==> config.mk <==
export PLATFORM = sky130hd
export DESIGN_NAME = wfi_wake_ctrl
export DESIGN_NICKNAME = d
export VERILOG_FILES = /design/src/rtl/wfi_pkg.sv /design/src/rtl/wfi_wake_detect.sv /design/src/rtl/wfi_take_eval.sv /design/src/rtl/wfi_wait_fsm.sv /design/src/rtl/wfi_wake_ctrl.sv
export SDC_FILE = /design/constraint.sdc
export NUM_CORES = 1
export LEC_CHECK = 0
export BUFFER_PORTS_ARGS = -buffer_cell sky130_fd_sc_hd__buf_2
export CAP_MARGIN = 20
export CORE_ASPECT_RATIO = 1.4
export CORE_MARGIN = 4
export CORE_UTILIZATION = 40
export CTS_BUF_LIST = sky130_fd_sc_hd__clkbuf_16
export CTS_CLUSTER_DIAMETER = 150
export DETAILED_ROUTE_END_ITERATION = 10
export PLACE_DENSITY = 0.79
export SYNTH_ARGS = -nofsm -noshare
export SYNTH_HDL_FRONTEND = slang
export SYNTH_HIERARCHICAL = 1
export SYNTH_SLANG_ARGS = --single-unit
==> constraint.sdc <==
create_clock -name clk -period 4.01 [get_ports clk]
set_input_delay 0.2005 -clock clk [delete_from_list [all_inputs] [get_ports clk]]
set_output_delay 0.2005 -clock clk [all_outputs]
set_load 0.005 [all_outputs]
==> src/rtl/wfi_pkg.sv <==
package wfi_pkg;

    typedef enum logic [1:0] {
        PRIV_U    = 2'b00,
        PRIV_S    = 2'b01,
        PRIV_RSVD = 2'b10,
        PRIV_M    = 2'b11
    } priv_e;

    typedef struct packed {
        logic valid;
        logic trap;
    } resume_t;

    localparam int unsigned INSN_BYTES = 4;

    // Whether a single armed source may be taken under the global rules.
    function automatic logic source_open(input logic delegated, input priv_e p,
                                         input logic m_gie, input logic s_gie);
        logic open;
        if (delegated) begin
            open = (p == PRIV_U) || ((p == PRIV_S) && s_gie);
        end else begin
            open = (p != PRIV_M) || m_gie;
        end
        return open;
    endfunction

endpackage

==> src/rtl/wfi_wake_detect.sv <==
module wfi_wake_detect #(
    parameter int unsigned NUM_IRQ = 16
) (
    input  logic [NUM_IRQ-1:0] pending_i,
    input  logic [NUM_IRQ-1:0] enable_i,
    output logic [NUM_IRQ-1:0] armed_o,
    output logic               wake_o
);
    // Local enables only: globals and delegation are deliberately absent.
    always_comb begin
        armed_o = pending_i & enable_i;
        wake_o  = |armed_o;
    end
endmodule

==> src/rtl/wfi_take_eval.sv <==
module wfi_take_eval
    import wfi_pkg::*;
#(
    parameter int unsigned NUM_IRQ = 16
) (
    input  logic [NUM_IRQ-1:0] armed_i,
    input  logic [NUM_IRQ-1:0] deleg_i,
    input  logic [1:0]         priv_i,
    input  logic               m_gie_i,
    input  logic               s_gie_i,
    output logic               take_o
);
    logic [NUM_IRQ-1:0] hit;
    priv_e              cur_priv;

    assign cur_priv = priv_e'(priv_i);

    for (genvar g = 0; g < NUM_IRQ; g++) begin : g_src
        assign hit[g] = armed_i[g] & source_open(deleg_i[g], cur_priv, m_gie_i, s_gie_i);
    end

    assign take_o = |hit;
endmodule

==> src/rtl/wfi_wait_fsm.sv <==
module wfi_wait_fsm
    import wfi_pkg::*;
#(
    parameter int unsigned XLEN     = 32,
    parameter bit          NOP_MODE = 1'b0
) (
    input  logic            clk,
    input  logic            rst,
    input  logic            commit_i,
    input  logic [XLEN-1:0] pc_i,
    input  logic            wake_i,
    output logic            stall_o,
    output logic            clk_en_o,
    output logic            resume_valid_o,
    output logic [XLEN-1:0] resume_pc_o
);
    localparam bit          STALL_EN = !NOP_MODE;
    localparam logic [XLEN-1:0] STEP = XLEN'(INSN_BYTES);

    logic            waiting_q, waiting_d;
    logic            clk_en_q;
    logic [XLEN-1:0] pc_q, pc_d;
    logic            enter, leave;

    always_comb begin
        enter     = STALL_EN && commit_i && !waiting_q && !wake_i;
        leave     = waiting_q && wake_i;
        waiting_d = enter ? 1'b1 : (leave ? 1'b0 : waiting_q);
        pc_d      = enter ? pc_i : pc_q;
    end

    always_ff @(posedge clk) begin
        if (rst) begin
            waiting_q <= 1'b0;
            clk_en_q  <= 1'b1;
            pc_q      <= '0;
        end else begin
            waiting_q <= waiting_d;
            clk_en_q  <= !waiting_d;
            pc_q      <= pc_d;
        end
    end

    always_comb begin
        stall_o        = waiting_q && !wake_i;
        clk_en_o       = clk_en_q;
        resume_valid_o = leave || (commit_i && !waiting_q && (wake_i || NOP_MODE));
        resume_pc_o    = (waiting_q ? pc_q : pc_i) + STEP;
    end
endmodule

==> src/rtl/wfi_wake_ctrl.sv <==
module wfi_wake_ctrl
    import wfi_pkg::*;
#(
    parameter int unsigned NUM_IRQ  = 16,
    parameter int unsigned XLEN     = 32,
    parameter bit          NOP_MODE = 1'b0
) (
    input  logic               clk,
    input  logic               rst,
    input  logic               wfi_commit_i,
    input  logic [XLEN-1:0]    wfi_pc_i,
    input  logic [NUM_IRQ-1:0] irq_pending_i,
    input  logic [NUM_IRQ-1:0] irq_enable_i,
    input  logic [NUM_IRQ-1:0] irq_deleg_i,
    input  logic               m_gie_i,
    input  logic               s_gie_i,
    input  logic [1:0]         priv_i,
    output logic               stall_o,
    output logic               clk_en_o,
    output logic               resume_valid_o,
    output logic               resume_trap_o,
    output logic [XLEN-1:0]    resume_pc_o
);
    logic [NUM_IRQ-1:0] armed;
    logic               wake;
    logic               take;
    resume_t            res;

    wfi_wake_detect #(.NUM_IRQ(NUM_IRQ)) u_wake (
        .pending_i (irq_pending_i),
        .enable_i  (irq_enable_i),
        .armed_o   (armed),
        .wake_o    (wake)
    );

    wfi_take_eval #(.NUM_IRQ(NUM_IRQ)) u_take (
        .armed_i (armed),
        .deleg_i (irq_deleg_i),
        .priv_i  (priv_i),
        .m_gie_i (m_gie_i),
        .s_gie_i (s_gie_i),
        .take_o  (take)
    );

    wfi_wait_fsm #(.XLEN(XLEN), .NOP_MODE(NOP_MODE)) u_fsm (
        .clk            (clk),
        .rst            (rst),
        .commit_i       (wfi_commit_i),
        .pc_i           (wfi_pc_i),
        .wake_i         (wake),
        .stall_o        (stall_o),
        .clk_en_o       (clk_en_o),
        .resume_valid_o (res.valid),
        .resume_pc_o    (resume_pc_o)
    );

    assign res.trap       = res.valid && take;
    assign resume_valid_o = res.valid;
    assign resume_trap_o  = res.trap;
endmodule

==> results.json, run 1 <==
{
  "status": "complete, no violations",
  "drt-pass1-iter-count": 4,
  "postPlaceCellArea_um2": 3421,
  "grt_pass1_wl_um": 13380,
  "rr_endpoint": "u_fsm/pc_q[11]",
  "die_w_um": 78.38,
  "fin_skew_ns": 0.008801,
  "clk_latency_ns": 0.28,
  "syn2layout_area_growth_pct": 29.41,
  "crit_path_max_fanout": 20,
  "fin_crit_ns": 3.274,
  "synth.area.top_cells": "dfxtp_1, nand2_1, mux2i_1",
  "seq_area_frac_synth": 0.2454,
  "power_density_nw_per_um2": 246.8,
  "wl_um": 8309,
  "synth_commonest_cells": "nand2_1, a21oi_1, dfxtp_1, mux2i_1, nand3_1",
  "leakagePower_uw": 0.001377,
  "route.detailed.drc": 0,
  "ctsResizeCount": 0,
  "hp-start": "wfi_pc_i[31]",
  "cts_sinks": 34,
  "timing.final.crit_share": 0.8165,
  "hold_buffers": 0,
  "synth_top_flop_cell": "dfxtp_1",
  "drt_first_iter_violations": 172,
  "critPathCaptureType": "output port",
  "critical-path-top-delay-family": "simple AND/OR/NAND/NOR gates",
  "nets": 588,
  "path_cells": "mux2_2, ha_1, nand4_1, nor4b_2, o211ai_1, nor3_1, nand4_1, xor2_1, buf_2",
  "h-tree-depth": 2,
  "wl_per_cell_um": 14.01,
  "dieArea_um2": 8350,
  "tightest_slew_ns": 0.6697,
  "clock_path_buffers": 2,
  "rows": 35,
  "final_cell_area_um2": 3590,
  "coreArea_um2": 6656,
  "synth.top_cell.area_share": 0.2454,
  "overflow": 0,
  "synth_area_leader_cell": "dfxtp_1",
  "irDropWorstVdd_mv": 0.1501,
  "hold_path.class": "in -> reg",
  "cts.clk_slew.worst_paths_ns": 0.06,
  "ant_nets": 0,
  "whs_endpoint": "u_fsm/pc_q[31]",
  "postCtsSetupRepairBufs": 0,
  "syn_avg_cell_area_um2": 7.168,
  "track_usage": 0.1967,
  "viasPerCell": 5.293,
  "path_common_cell": "nand4_1",
  "ioPinCount": 123,
  "reg2reg_setup_slack_ns": 1.70,
  "cts_buffers": 5,
  "slew_headroom": 0.5536,
  "rsz0062_at_grt": "false",
  "cp_slowest_cell": "dfxtp_2",
  "synth_area_um2": 2774,
  "num_vias": 3139,
  "worstPathRequired_ns": 3.81,
  "reg2reg_from": "u_fsm/waiting_q",
  "cpPeakStageDelay_ns": 0.57,
  "r2r_cells": 6,
  "tns_ns": 0,
  "synth-async-reset-ratio": 0,
  "root_buffer": "clkbuf_16",
  "synth.most_common_cell": "nand2_1",
  "synth-edff-count": 0,
  "yosysUniqueCellTypes": 45,
  "setup_viol": 0,
  "max_freq_mhz": 305.4,
  "ys_ff_latch": 34,
  "synth_nets": 475,
  "layout-drive-gt1-share": 0.2894,
  "grt_pass1_vias": 3070,
  "io_buffers": 122,
  "wl_met2_um": 4455,
  "cp.arrival_ns": 3.07,
  "gp_congestion": 0.8797,
  "grt_max_degree": 61,
  "initial_core_util": 0.4167,
  "drv_slew": 0,
  "wl_met1_um": 3081,
  "grt_antenna_before_repair": 0,
  "antennaDiodeCount": 0,
  "synthesis.instances": 387,
  "dr_wl_met3_um": 611,
  "drv_cap": 0,
  "finalHoldViolations": 0,
  "crit_type": "reg -> out",
  "cts_tree": "built",
  "cp-start-kind": "flip-flop",
  "path_buf_inv": 1,
  "hold-path-cell-count": 3,
  "top_signal_layer_used": "met4",
  "yosys_warnings": 6,
  "dpl.hpwl_um": 6526,
  "die_y_um": 106.5
}
==> report_power, final <==
group	leakage [µW]	switching, µW	internal [µW]
clock	0.0000672	146	227
combinational	0.00104	87.5	85.5
sequential	0.000274	1.39	339
==> worst reg2reg max path, cell delays in order, from the launching register on <==
cell,delay [ns]
dfxtp_2,0.57
buf_4,0.63
nor2_1,0.15
and2_1,0.36
buf_4,0.30
nand2_1,0.09
a21oi_1,0.05
==> cells by family after synthesis <==
logic type / share of synthesized area
compound gates: 0.1538
xor+xnor: 0.09156
fa+ha+maj: 0.004510
buf+inv: 0.05052
flops: 0.2454
mux: 0.1141
simple gates: 0.3401
==> worst max-delay path by stage <==
stage,startpoint,to,slack [ns],depth (start not counted)
2_1_floorplan,u_fsm/waiting_q,resume_pc_o[20],0.73,14
3_3_place_gp,u_fsm/waiting_q,resume_pc_o[30],1.12,9
3_5_place_dp,u_fsm/waiting_q,resume_pc_o[30],1.05,9
4_1_cts,u_fsm/waiting_q,resume_pc_o[30],0.73,9
5_1_grt,u_fsm/waiting_q,resume_pc_o[30],0.39,9
6_report,u_fsm/waiting_q,resume_pc_o[30],0.74,9
==> sequential cells by signal (all words and copies together), names as in the netlist <==
register,cells
u_fsm/clk_en_o,1
u_fsm/waiting_q,1
u_fsm/pc_q,32
==> layer usage <==
layer  vias to the layer above  GRT usage
met1                      1427     0.1972
li1                       1572          -
met5                         -          0
met2                       125     0.3793
met4                         0    0.07250
met3                        15    0.05254
==> through the flow <==
stage | utilization | setup WS [ns] | total power [µW] | std cells | hold slack (ns)
global route | 0.5393 | 0.3866 | 931.7 | 593 | 0.1768
finish | 0.5393 | 0.7359 | 886.1 | 593 | 0.1703
global placement | 0.5139 | 1.120 | 517.0 | 584 | 0.4397
detailed placement | 0.5139 | 1.047 | 520.3 | 584 | 0.4541
floorplan | - | 0.7257 | 430.5 | 387 | 0.3365
CTS | 0.5352 | 0.7282 | 894.1 | 592 | 0.1676
==> cell usage in the layout (no fill, tap or decap), types with 12 or more instances in the layout <==
master   netlist  layout
and2_1        19      19
nand3_1       25      25
a21oi_1       35      35
nand2_1       98      98
o21ai_0       19      19
buf_2          4     122
dfxtp_1       34      33
xnor2_1       12      12
mux2i_1       26      26
xor2_1        17      17
==> cell type report <==
class                   instances  area [µm²]
inverters                      10       37.54
clock inverters                 3       16.27
well taps                      92       115.1
fillers                       688        3067
flip-flops and latches         34       681.9
multi-input cells             323        1953
clock buffers                   5       125.1
repair buffers                126       660.6
Note: power is estimated with default switching activity, not from simulation.
==> inputs of run 2 (changes only) <==
--- a/config.mk
+++ b/config.mk
@@ -5,6 +5,7 @@
 export SDC_FILE = /design/constraint.sdc
 export NUM_CORES = 1
 export LEC_CHECK = 0
+export ABC_AREA = 1
 export BUFFER_PORTS_ARGS = -buffer_cell sky130_fd_sc_hd__buf_2
 export CAP_MARGIN = 20
 export CORE_ASPECT_RATIO = 1.4
@@ -13,7 +14,7 @@
 export CTS_BUF_LIST = sky130_fd_sc_hd__clkbuf_16
 export CTS_CLUSTER_DIAMETER = 150
 export DETAILED_ROUTE_END_ITERATION = 10
-export PLACE_DENSITY = 0.79
+export PLACE_DENSITY = 0.81
 export SYNTH_ARGS = -nofsm -noshare
 export SYNTH_HDL_FRONTEND = slang
 export SYNTH_HIERARCHICAL = 1
==> constraint.sdc (replaced) <==
create_clock -name clk -period 2.62 [get_ports clk]
set_input_delay 0.131 -clock clk [delete_from_list [all_inputs] [get_ports clk]]
set_output_delay 0.131 -clock clk [all_outputs]
set_load 0.005 [all_outputs]
==> results.json, run 2 <==
{
  "dpl.cell_count": 784,
  "viasPerCell": 4.718,
  "final_common_cell": "nand2_1",
  "largest_register_ffs": 32,
  "synthAdderAreaFrac": 0.004049,
  "nets": 782,
  "ctsResizeCount": 0,
  "reg2reg_setup_slack_ns": 0.78,
  "worstPathRequired_ns": 2.49,
  "status": "complete, no violations",
  "synth-compound-area-share": 0.1178,
  "syn2layout_area_growth_pct": 25.55,
  "slew_headroom": 0.4377,
  "seq_area_frac_synth": 0.2202,
  "antennaDiodeCount": 0,
  "synth-async-reset-ratio": 0,
  "ys_ff_latch": 34,
  "leakagePower_uw": 0.002138,
  "pwr-share-comb": 0.230,
  "instances_no_fill": 792,
  "synthMuxAreaShare": 0,
  "h-tree-depth": 2,
  "yosys_warnings": 6,
  "synth.area.top_cells": "nand2_1, dfxtp_1, inv_1",
  "synth_top_flop_cell": "dfxtp_1",
  "grt_pass1_vias": 3324,
  "setup_viol": 0,
  "max_freq_mhz": 418.8,
  "cts.clk_slew.worst_paths_ns": 0.05,
  "track_usage": 0.1997,
  "postCtsSetupRepairBufs": 0,
  "io_buffers": 122,
  "sw_frac_of_total": 0.2915,
  "timing.final.crit_share": 0.9114,
  "synthSimpleGateAreaFrac": 0.4579,
  "cts_buffers": 5,
  "drv_cap": 0,
  "crit_path_max_fanout": 34,
  "synthesis.instances": 578,
  "cp.arrival_ns": 2.26,
  "num_vias": 3737,
  "power_density_nw_per_um2": 363.0,
  "root_buffer": "clkbuf_16",
  "cts_tree": "built",
  "wl_per_cell_um": 11.89,
  "clock_path_buffers": 2,
  "fin_ws_ns": 0.2320,
  "drv_slew": 0,
  "initial_core_util": 0.4146,
  "tightest_slew_ns": 0.8425,
  "post-place-ws_ns": 0.5346,
  "overflow": 0,
  "fin_crit_ns": 2.388,
  "synth.top_cell.area_share": 0.2903,
  "fin_util": 0.5206,
  "dpl.hpwl_um": 7775,
  "internal_power_uw": 998.0,
  "layout-drive-gt1-share": 0.2403,
  "ant_nets": 0,
  "crit_type": "reg -> out",
  "synth_top_family_by_area": "simple AND/OR/NAND/NOR gates",
  "sequentialPowerShare": 0.371,
  "gp_congestion": 0.9583,
  "fin_skew_ns": 0.003788,
  "rows": 37,
  "die_y_um": 112,
  "route.detailed.drc": 0,
  "coreArea_um2": 7453,
  "grt_max_degree": 65,
  "irDropWorstVdd_mv": 0.2518,
  "synth-edff-count": 0,
  "synth_nets": 666,
  "hold_buffers": 0,
  "ioPinCount": 123,
  "synth_xor_xnor_area_share": 0.04251,
  "rsz0062_at_grt": "false",
  "tns_ns": 0,
  "grt_antenna_before_repair": 0,
  "synth.most_common_cell": "nand2_1",
  "synth_commonest_cells": "nand2_1, inv_1, nor2_1, o21ai_0, dfxtp_1",
  "top_register": "u_fsm/pc_q",
  "synth_area_leader_cell": "nand2_1",
  "die_w_um": 82.29,
  "drt-pass1-iter-count": 5,
  "critPathCaptureType": "output port",
  "drt_first_iter_violations": 178,
  "dieArea_um2": 9216,
  "syn_avg_cell_area_um2": 5.347,
  "cts_sinks": 34,
  "grt_pass1_wl_um": 14680,
  "power.switching_uw": 410.6,
  "yosysUniqueCellTypes": 25,
  "clk_latency_ns": 0.28,
  "finalHoldViolations": 0,
  "cp-start-kind": "flip-flop",
  "synth_area_um2": 3090,
  "layout_common_cells": "nand2_1, buf_2, inv_1",
  "wl_um": 9418,
  "hold_path.class": "in -> reg",
  "pwr-share-clk": 0.399
}
run 2: changes by cell type in the layout (fill, tap and decap cells not counted), moves of 5 or more:
cell     before  now
o21ai_0      19   39
mux2i_1      26    0
mux2_2        5    0
xnor2_1      12    5
inv_1        10   97
nand2_1      98  239
nand4_1       9    1
or4_1         5    0
and2_1       19    0
nand2_2       0   15
nor2_1        7   45
nor2_2        0    9
xor2_1       17   10
run 2: worst paths after layout:
path,from,end,cells past startpoint
max reg2reg,u_fsm/waiting_q,u_fsm/pc_q[0],5
min reg2reg,u_fsm/pc_q[7],u_fsm/pc_q[7],2
min,rst,u_fsm/waiting_q,2
max,u_fsm/waiting_q,resume_pc_o[18],10
run 2: power groups by stage:
| stage | logic (µW) | registers, µW | clock network (µW) |
|---|---|---|---|
| after floorplan | 178 | 533 | 0 |
| after global placement | 320 | 534 | 0 |
| after detailed placement | 324 | 534 | 0 |
| after CTS | 325 | 523 | 580 |
| after global routing | 368 | 523 | 602 |
| final | 324 | 523 | 562 |
run 2: final cells by class:
cell class / instances / area, µm²
multi-input combinational: 427 / 1923
sequential: 34 / 680.7
timing repair buffer: 125 / 633.1
tap: 97 / 121.4
clock inverter: 3 / 12.51
inverter: 101 / 384.1
clock buffer: 5 / 125.1
fill: 786 / 3573
run 2: per-stage QoR:
step	cell area (µm²)	hold slack [ns]	total power [µW]
3_5_place_dp	3742	0.3489	858.0
4_1_cts	3880	0.05965	1427
3_3_place_gp	3742	0.3444	853.3
5_1_grt	3880	0.05689	1493
6_report	3880	0.05557	1409
2_1_floorplan	3090	0.2193	711.3
run 2: cells by family after synthesis:
family	count (synthesis)
AO/OA/AOI/OAI	72
XOR/XNOR	15
adder cells (fa/ha/maj)	1
buffers and inverters	117
flip-flops	34
AND/OR/NAND/NOR	339
run 2: critical path, cell delays in order, from the launching register on:
cell and delay (ns):
dfxtp_1 0.52, clkinv_4 0.30, nand2_1 0.15, nand2_2 0.07, ha_1 0.26, nand3_2 0.17
inv_2 0.06, nand2_1 0.12, nor2_1 0.08, xor2_1 0.14, buf_2 0.13
run 2: per-layer routing:
metal  vias to the layer above  routed length [µm]  track usage
li1                       1962                   -            -
met1                      1608                3745       0.2282
met2                       142                4597       0.3490
met3                        25                 731      0.03560
met4                         0                 344      0.08869
met5                         -                   0            0
==> inputs of run 3 (changes only) <==
--- a/config.mk
+++ b/config.mk
@@ -14,7 +14,7 @@
 export CTS_BUF_LIST = sky130_fd_sc_hd__clkbuf_16
 export CTS_CLUSTER_DIAMETER = 150
 export DETAILED_ROUTE_END_ITERATION = 10
-export PLACE_DENSITY = 0.81
+export PLACE_DENSITY = 0.78
 export SYNTH_ARGS = -nofsm -noshare
 export SYNTH_HDL_FRONTEND = slang
 export SYNTH_HIERARCHICAL = 1
==> constraint.sdc (replaced) <==
create_clock -name clk -period 2.4 [get_ports clk]
set_input_delay 0.12 -clock clk [delete_from_list [all_inputs] [get_ports clk]]
set_output_delay 0.12 -clock clk [all_outputs]
set_load 0.005 [all_outputs]
==> results.json, run 3 (synthesized netlist as in run 2, its figures left out) <==
{
  "status": "complete, no violations",
  "reg2reg_from": "u_fsm/waiting_q",
  "seq_area_um2": 681.9,
  "wl_met1_um": 3420,
  "grt_pass1_wl_um": 15230,
  "dpl.cell_count": 785,
  "dieArea_um2": 9216,
  "crit_type": "reg -> out",
  "cp.depth": 10,
  "initial_core_util": 0.4146,
  "antennaDiodeCount": 0,
  "sequentialPowerShare": 0.369,
  "syn2layout_area_growth_pct": 26.76,
  "finalHoldViolations": 0,
  "die_y_um": 112,
  "layout-drive-gt1-share": 0.2471,
  "critPathCaptureType": "output port",
  "endpoint": "resume_pc_o[18]",
  "postCtsSetupRepairBufs": 0,
  "final_common_cell": "nand2_1",
  "fin_skew_ns": 0.006868,
  "track_usage": 0.2080,
  "crit_path_max_fanout": 7,
  "rows": 37,
  "io_buffers": 122,
  "max_freq_mhz": 454.4,
  "layout_common_cells": "nand2_1, buf_2, inv_1",
  "coreArea_um2": 7453,
  "total_power_uw": 1547,
  "h-tree-depth": 2,
  "nets": 783,
  "path_buf_inv": 3,
  "timing.final.crit_share": 0.9170,
  "rsz0062_at_grt": "false",
  "leakagePower_uw": 0.002145,
  "drv_cap": 0,
  "cts_sinks": 34,
  "drt-pass1-iter-count": 5,
  "setup_viol": 0,
  "power.switching_uw": 452.4,
  "rr_endpoint": "u_fsm/pc_q[0]",
  "num_vias": 3697,
  "grt_pass1_vias": 3554,
  "clk_latency_ns": 0.29,
  "top_register": "u_fsm/pc_q",
  "cts_tree": "built",
  "grt_antenna_before_repair": 0,
  "cpPeakStageDelay_ns": 0.37,
  "crit_start": "u_fsm/waiting_q",
  "cp.arrival_ns": 2.08,
  "hold_path.class": "in -> reg",
  "hold-path-cell-count": 2,
  "reg2reg_setup_slack_ns": 0.76,
  "slew_headroom": 0.4594,
  "largest_register_ffs": 32,
  "overflow": 0,
  "dpl.hpwl_um": 7664,
  "instances_no_fill": 793,
  "path_common_cell": "nand2_1",
  "gp_congestion": 1.031,
  "root_buffer": "clkbuf_16",
  "pwr-share-clk": 0.404,
  "irDropWorstVdd_mv": 0.2785,
  "num-fill-cells": 815,
  "critical-path-top-delay-family": "simple AND/OR/NAND/NOR gates",
  "fin_util": 0.5256,
  "power_density_nw_per_um2": 394.8,
  "dr_wl_met3_um": 771,
  "route.detailed.drc": 0,
  "internal_power_uw": 1094,
  "sw_frac_of_total": 0.2925,
  "worstPathRequired_ns": 2.28,
  "cp_slowest_cell": "dfxtp_2",
  "hold_buffers": 0,
  "wl_um": 9188,
  "cts_buffers": 5,
  "top_signal_layer_used": "met4",
  "cp-start-kind": "flip-flop",
  "grt_max_degree": 41,
  "die_w_um": 82.29,
  "r2r_cells": 5,
  "path_cells": "nand2_1, o21ai_2, inv_1, ha_2, nand3_2, inv_2, nand2_1, nor2_1, xor2_1, buf_2",
  "cts.clk_slew.worst_paths_ns": 0.05,
  "wl_per_cell_um": 11.59,
  "wl_met2_um": 4779,
  "drv_slew": 0,
  "postPlaceCellArea_um2": 3762,
  "fin_crit_ns": 2.201,
  "tns_ns": 0,
  "pwr-share-comb": 0.227,
  "ant_nets": 0,
  "multiInputGateArea_um2": 1928,
  "drt_first_iter_violations": 239,
  "ioPinCount": 123,
  "tightest_slew_ns": 0.8100,
  "final_cell_area_um2": 3918,
  "clock_path_buffers": 2,
  "viasPerCell": 4.662
}
run 3: final cells by class:
cell class | count | share of cell area
clock buffers | 5 | 0.03194
flip-flops and latches | 34 | 0.1741
repair buffers | 126 | 0.1686
well taps | 97 | 0.03098
multi-input cells | 427 | 0.4922
clock inverters | 3 | 0.004152
inverters | 101 | 0.09805
run 3: what timing repair did:
item	in CTS	in global routing
setup endpoints to repair	0	19
endpoints found under the hold margin	0	0
gates resized for setup	0	5
run 3: how the worst min path moves through the flow:
stage / from / endpoint
2_1_floorplan: rst / u_fsm/waiting_q
3_3_place_gp: rst / u_fsm/waiting_q
3_5_place_dp: rst / u_fsm/waiting_q
4_1_cts: rst / u_fsm/waiting_q
5_1_grt: rst / u_fsm/waiting_q
6_report: rst / u_fsm/waiting_q
run 3: power by group through the flow:
| stage | clock [µW] | combinational (µW) | sequential, µW |
|---|---|---|---|
| floorplan | 0 | 194 | 582 |
| global placement | 0 | 346 | 583 |
| detailed placement | 0 | 352 | 583 |
| CTS | 636 | 353 | 571 |
| global route | 675 | 401 | 571 |
| finish | 625 | 351 | 571 |
run 3: stage by stage:
step	worst slack [ns]	hold slack [ns]
5_1_grt	0.01124	0.03092
3_5_place_dp	0.3644	0.3236
6_report	0.1991	0.02307
2_1_floorplan	0.6735	0.2083
3_3_place_gp	0.4570	0.3253
4_1_cts	0.06036	0.02949
run 3: metal layers:
metal | vias up | GRT usage
met5 | - | 0
met4 | 0 | 0.09091
met3 | 15 | 0.05340
met2 | 121 | 0.3715
met1 | 1599 | 0.2212
li1 | 1962 | -
